<file path="config.mk">
export PLATFORM = sky130hd
export DESIGN_NAME = rgb2yuv_csc
export DESIGN_NICKNAME = d
export VERILOG_FILES = /design/src/rtl/rgb2yuv_csc.sv
export SDC_FILE = /design/constraint.sdc
export NUM_CORES = 2
export LEC_CHECK = 0
export ABC_AREA = 0
export CAP_MARGIN = 20
export CORE_MARGIN = 2
export CORE_UTILIZATION = 60
export DETAILED_ROUTE_END_ITERATION = 8
export MAX_ROUTING_LAYER = met4
export PLACE_DENSITY = 0.8
export RECOVER_POWER = 50
export REMOVE_ABC_BUFFERS = 1
export SYNTH_ARGS = -nofsm -noshare
export SYNTH_HDL_FRONTEND = slang
export SYNTH_SLANG_ARGS = --single-unit
</file>
<file path="constraint.sdc">
create_clock -name clk -period 6.8 [get_ports clk]
set_input_delay 1.36 -clock clk [delete_from_list [all_inputs] [get_ports clk]]
set_output_delay 1.36 -clock clk [all_outputs]
set_load 0.02 [all_outputs]
</file>
<file path="src/rtl/rgb2yuv_csc.sv">
module rgb2yuv_csc #(
  parameter int DW   = 10,
  parameter int CW   = 13,
  parameter int FRAC = 9,
  parameter int AW   = 5
) (
  input  logic          clk,
  input  logic          rst_n,
  input  logic          cfg_we,
  input  logic [AW-1:0] cfg_addr,
  input  logic [CW-1:0] cfg_wdata,
  input  logic          in_valid,
  output logic          in_ready,
  input  logic [DW-1:0] in_r,
  input  logic [DW-1:0] in_g,
  input  logic [DW-1:0] in_b,
  output logic          out_valid,
  input  logic          out_ready,
  output logic [DW-1:0] out_y,
  output logic [DW-1:0] out_cb,
  output logic [DW-1:0] out_cr
);
  localparam int XW = DW + 2;
  localparam int SW = XW + CW + 2;
  localparam int BW = DW + 1;
  localparam int RW = SW - FRAC;
  localparam int OW = RW + 1;
  localparam logic [DW-1:0] MAXV = '1;
  localparam logic signed [CW-1:0] DEF_COEF [9] = '{
    CW'('h0083), CW'('h0102), CW'('h0032),
    CW'('h1FB5), CW'('h1F6C), CW'('h00E1),
    CW'('h00E1), CW'('h1F45), CW'('h1FDC)};
  localparam logic signed [BW-1:0] DEF_POST [3] = '{BW'('h040), BW'('h200), BW'('h200)};
  localparam logic [DW-1:0] DEF_OLO [3] = '{DW'('h040), DW'('h040), DW'('h040)};
  localparam logic [DW-1:0] DEF_OHI [3] = '{DW'('h3AC), DW'('h3C0), DW'('h3C0)};

  function automatic logic [DW-1:0] limit(input logic signed [OW-1:0] v,
                                          input logic [DW-1:0] lo, input logic [DW-1:0] hi);
    if (v < $signed({{(OW-DW){1'b0}}, lo})) return lo;
    if (v > $signed({{(OW-DW){1'b0}}, hi})) return hi;
    return v[DW-1:0];
  endfunction

  logic                 mode_en;
  logic signed [CW-1:0] coef [9];
  logic signed [BW-1:0] pre_b [3];
  logic signed [BW-1:0] post_b [3];
  logic [DW-1:0]        pre_lo [3];
  logic [DW-1:0]        pre_hi [3];
  logic [DW-1:0]        post_lo [3];
  logic [DW-1:0]        post_hi [3];

  always_ff @(posedge clk or negedge rst_n)
    if (!rst_n) begin
      mode_en <= 1'b0;
      for (int i = 0; i < 9; i++) coef[i] <= DEF_COEF[i];
      for (int c = 0; c < 3; c++) begin
        pre_b[c]   <= '0;
        post_b[c]  <= DEF_POST[c];
        pre_lo[c]  <= '0;
        pre_hi[c]  <= MAXV;
        post_lo[c] <= DEF_OLO[c];
        post_hi[c] <= DEF_OHI[c];
      end
    end else if (cfg_we) begin
      if (cfg_addr == AW'(0)) mode_en <= cfg_wdata[0];
      for (int i = 0; i < 9; i++)
        if (cfg_addr == AW'(1 + i)) coef[i] <= cfg_wdata;
      for (int c = 0; c < 3; c++) begin
        if (cfg_addr == AW'(10 + c))    pre_b[c]   <= cfg_wdata[BW-1:0];
        if (cfg_addr == AW'(13 + c))    post_b[c]  <= cfg_wdata[BW-1:0];
        if (cfg_addr == AW'(16 + 2*c))  pre_lo[c]  <= cfg_wdata[DW-1:0];
        if (cfg_addr == AW'(17 + 2*c))  pre_hi[c]  <= cfg_wdata[DW-1:0];
        if (cfg_addr == AW'(22 + 2*c))  post_lo[c] <= cfg_wdata[DW-1:0];
        if (cfg_addr == AW'(23 + 2*c))  post_hi[c] <= cfg_wdata[DW-1:0];
      end
    end

  logic                 adv, v1, v2, v3, e1, e2;
  logic [DW-1:0]        raw_in [3];
  logic [DW-1:0]        raw1 [3];
  logic [DW-1:0]        raw2 [3];
  logic signed [XW-1:0] x_nx [3];
  logic signed [XW-1:0] x1 [3];
  logic signed [SW-1:0] acc_nx [3];
  logic signed [SW-1:0] acc2 [3];
  logic signed [RW-1:0] rnd [3];
  logic signed [OW-1:0] biased [3];
  logic [DW-1:0]        res_nx [3];
  logic [DW-1:0]        res3 [3];

  assign adv       = !v3 || out_ready;
  assign in_ready  = adv;
  assign out_valid = v3;
  assign raw_in[0] = in_r;
  assign raw_in[1] = in_g;
  assign raw_in[2] = in_b;
  assign out_y     = res3[0];
  assign out_cb    = res3[1];
  assign out_cr    = res3[2];

  always_comb
    for (int c = 0; c < 3; c++) begin
      x_nx[c] = $signed({2'b00, limit(OW'(raw_in[c]), pre_lo[c], pre_hi[c])}) + XW'(pre_b[c]);
      acc_nx[c] = '0;
      for (int k = 0; k < 3; k++)
        acc_nx[c] = acc_nx[c] + SW'(x1[k]) * SW'(coef[3*c + k]);
      rnd[c]    = RW'((acc2[c] + SW'(1 << (FRAC - 1))) >>> FRAC);
      biased[c] = OW'(rnd[c]) + OW'(post_b[c]);
      res_nx[c] = e2 ? limit(biased[c], post_lo[c], post_hi[c]) : raw2[c];
    end

  always_ff @(posedge clk or negedge rst_n)
    if (!rst_n) {v1, v2, v3} <= '0;
    else if (adv) {v1, v2, v3} <= {in_valid, v1, v2};

  always_ff @(posedge clk)
    if (adv) begin
      e1 <= mode_en;
      e2 <= e1;
      for (int c = 0; c < 3; c++) begin
        raw1[c] <= raw_in[c];
        x1[c]   <= x_nx[c];
        raw2[c] <= raw1[c];
        acc2[c] <= acc_nx[c];
        res3[c] <= res_nx[c];
      end
    end
endmodule

</file>
==> metrics.yaml <==
synth_cells: 8057
max_freq_mhz: 127
path_clk_slew_ns: 0.06
synth_area_per_cell_sq_um: 9.96
synthFlopType: "dfrtp_1"
grt_pass1_vias: 64300
start_kind: "register"
core-area_sq_mm: 0.133
layout_setup_ws_ns: -1.07
synth_edf_count: 185
clockRootBuffer: "clkbuf_16"
final_common_cell: "inv_1"
drv_cap: 3
required_ns: 7.22
ioPinCount: 85
asyncSetResetFlopFracSynth_pct: 62.4
hold_slack_ns: 0.416
grt-ovfl-total: 0
drc: 0
wl_um: 224000
io_buffers: 84
cts_inserted_buffers: 60
violations: "capacitance limit, slew limit, setup timing"
grt_pass1_wl_um: 349000
die_height_um: 370
finalSetupViolations: 46
grt_max_degree: 137
hp-class: "reg2reg"
ant_nets: 0
ys_ff_latch: 492
critical_path_class: "reg2reg"
die_width_um: 370
skew_ns: 0.0522
dieArea_sq_mm: 0.137
tns_ns: -25.07
post-dp-hpwl_um: 171000
drt-initial-drc-count: 5052
cp_max_fo: 7
hold_viol_final: 0
cts_tree: "done"
yosysSeqAreaShare_pct: 16.6
final_cell_mix: "inv_1 (1896), fa_1 (1613), nand2_1 (897)"
dr.pass1.iters: 6
status: "complete, but fails checks"
cts_max_level: 2
vias: 58500
min_period_over_period_pct: 116
slew_viol_final: 274
area_delta_synth_final_pct: 15.0
cp.arrival_ns: 8.30
wl_per_cell_um: 21.5
initial_utilization_pct: 60.3
track_usage_pct: 34.1
final_layout_size_suffix_gt1_share_pct: 16.6
endpoint_kind: "register"
synth_cell_types: 79
clkSinkCount: 492
period_needed_ns: 7.87
synth_area_sq_mm: 0.0803
utilization_pct: 69.4
cts_buffer_depth: 3
worst_slew_pin_slew_ns: 5.81
clock_latency_ns: 0.73
antenna_found_initial: 8
maxSlewHeadroom_pct: -288
ys_warn_count: 0
core.rowCount: 134
grt_setup_unrepaired: "yes"
routabilityCongestion: 0.994
cp_slowest_stage_delay_ns: 0.55
critical-path-slowest-cell: "fa_1"
viasPerCell: 5.62
layout.nets: 10900
path_common_cell: "fa_1"
-- Yosys cell counts (49+ instances only) --
library cell / instances / area [sq um]
inv_1: 1947 / 7310
fa_1: 1645 / 32900
nand2_1: 907 / 3400
and2_1: 568 / 3550
ha_1: 567 / 7090
clkbuf_1: 328 / 1230
mux2_2: 224 / 2520
dfrtp_1: 204 / 5100
edfxtp_1: 185 / 5560
nor2_1: 179 / 672
o21ai_0: 175 / 876
xnor2_1: 159 / 1390
a21oi_1: 145 / 726
dfstp_2: 103 / 2710
nand2b_1: 100 / 626
a21o_1: 57 / 428
nor2b_1: 52 / 325
xor2_1: 49 / 429
-- final timing paths --
| check | from | endpoint | slack, ns | cells after the start |
|---|---|---|---|---|
| max | x1[0][26]$_DFFE_PP_ | acc2[0][26]$_DFFE_PP_ | -1.07 | 30 |
| min | raw1[0][7]$_DFFE_PP_ | raw2[0][7]$_DFFE_PP_ | 0.42 | 0 |
| max reg2reg | x1[0][26]$_DFFE_PP_ | acc2[0][26]$_DFFE_PP_ | -1.07 | 30 |
| min reg2reg | raw1[0][7]$_DFFE_PP_ | raw2[0][7]$_DFFE_PP_ | 0.42 | 0 |
| max in group asynchronous | rst_n | coef[29]$_DFFE_PN0P_ | 0.21 | 2 |
| min in group asynchronous | rst_n | coef[71]$_DFFE_PN0P_ | 2.73 | 1 |
-- metrics by stage --
stage | cells | setup WS (ns) | cell area, sq um
5_1_grt | 10400 | -1.21 | 92300
4_1_cts | 10400 | -0.823 | 90800
2_1_floorplan | 7704 | -0.929 | 79000
6_report | 10400 | -1.07 | 92400
3_3_place_gp | 10200 | -0.997 | 87900
3_5_place_dp | 10200 | -1.25 | 87900
-- cells by family (layout without fill, tap and decap cells) --
| logic type | Yosys count | after routing | share of synthesized area (%) |
|---|---|---|---|
| flops | 492 | 492 | 16.6 |
| compound gates | 600 | 600 | 4.80 |
| simple gates | 1983 | 1983 | 12.0 |
| fa+ha+maj | 2212 | 2212 | 49.9 |
| mux | 259 | 259 | 3.64 |
| other cells | 0 | 8 | 0 |
| buf+inv | 2303 | 2886 | 10.8 |
| xor+xnor | 208 | 208 | 2.27 |
-- routing by layer --
metal	global-route usage, %	vias up	wire length, um
met5	-	-	0
met3	6.12	697	20100
met1	42.9	29900	83700
li1	-	25200	-
met2	53.6	2692	105000
met4	16.6	0	15200
-- area by class of cell --
| cell class | instances | area [sq um] |
|---|---|---|
| multi-input combinational | 5262 | 59500 |
| fill | 9273 | 40800 |
| sequential | 492 | 13400 |
| timing repair buffer | 822 | 7660 |
| inverter | 1950 | 7320 |
| tap | 1768 | 2210 |
| clock buffer | 73 | 1630 |
| clock inverter | 41 | 662 |
| antenna | 8 | 20.0 |
-- worst max-delay path, delay by kind of cell (launching register included) --
kind / cells / cell delay, ns
fa+ha+maj: 9 / 4.11
xor+xnor: 1 / 0.13
compound gates: 6 / 1.01
buf+inv: 11 / 1.13
flops: 1 / 0.47
simple gates: 3 / 0.73
-- registers in the layout, indices dropped and copies added (netlist names), 33 cells and up --
| name | flops |
|---|---|
| x1 | 36 |
| coef | 117 |
| post_b | 33 |
| pre_b | 33 |
| acc2 | 57 |
-- repair_timing --
item	CTS	global route
hold buffers	0	0
pin swaps	61	120
buffers inserted	19	50
endpoints found under the setup margin	45	48
cloned	1	10
gates resized for setup	101	261
Power is not shown: default switching activity piles up to over one toggle a cycle in this logic, so the estimate is an artifact.
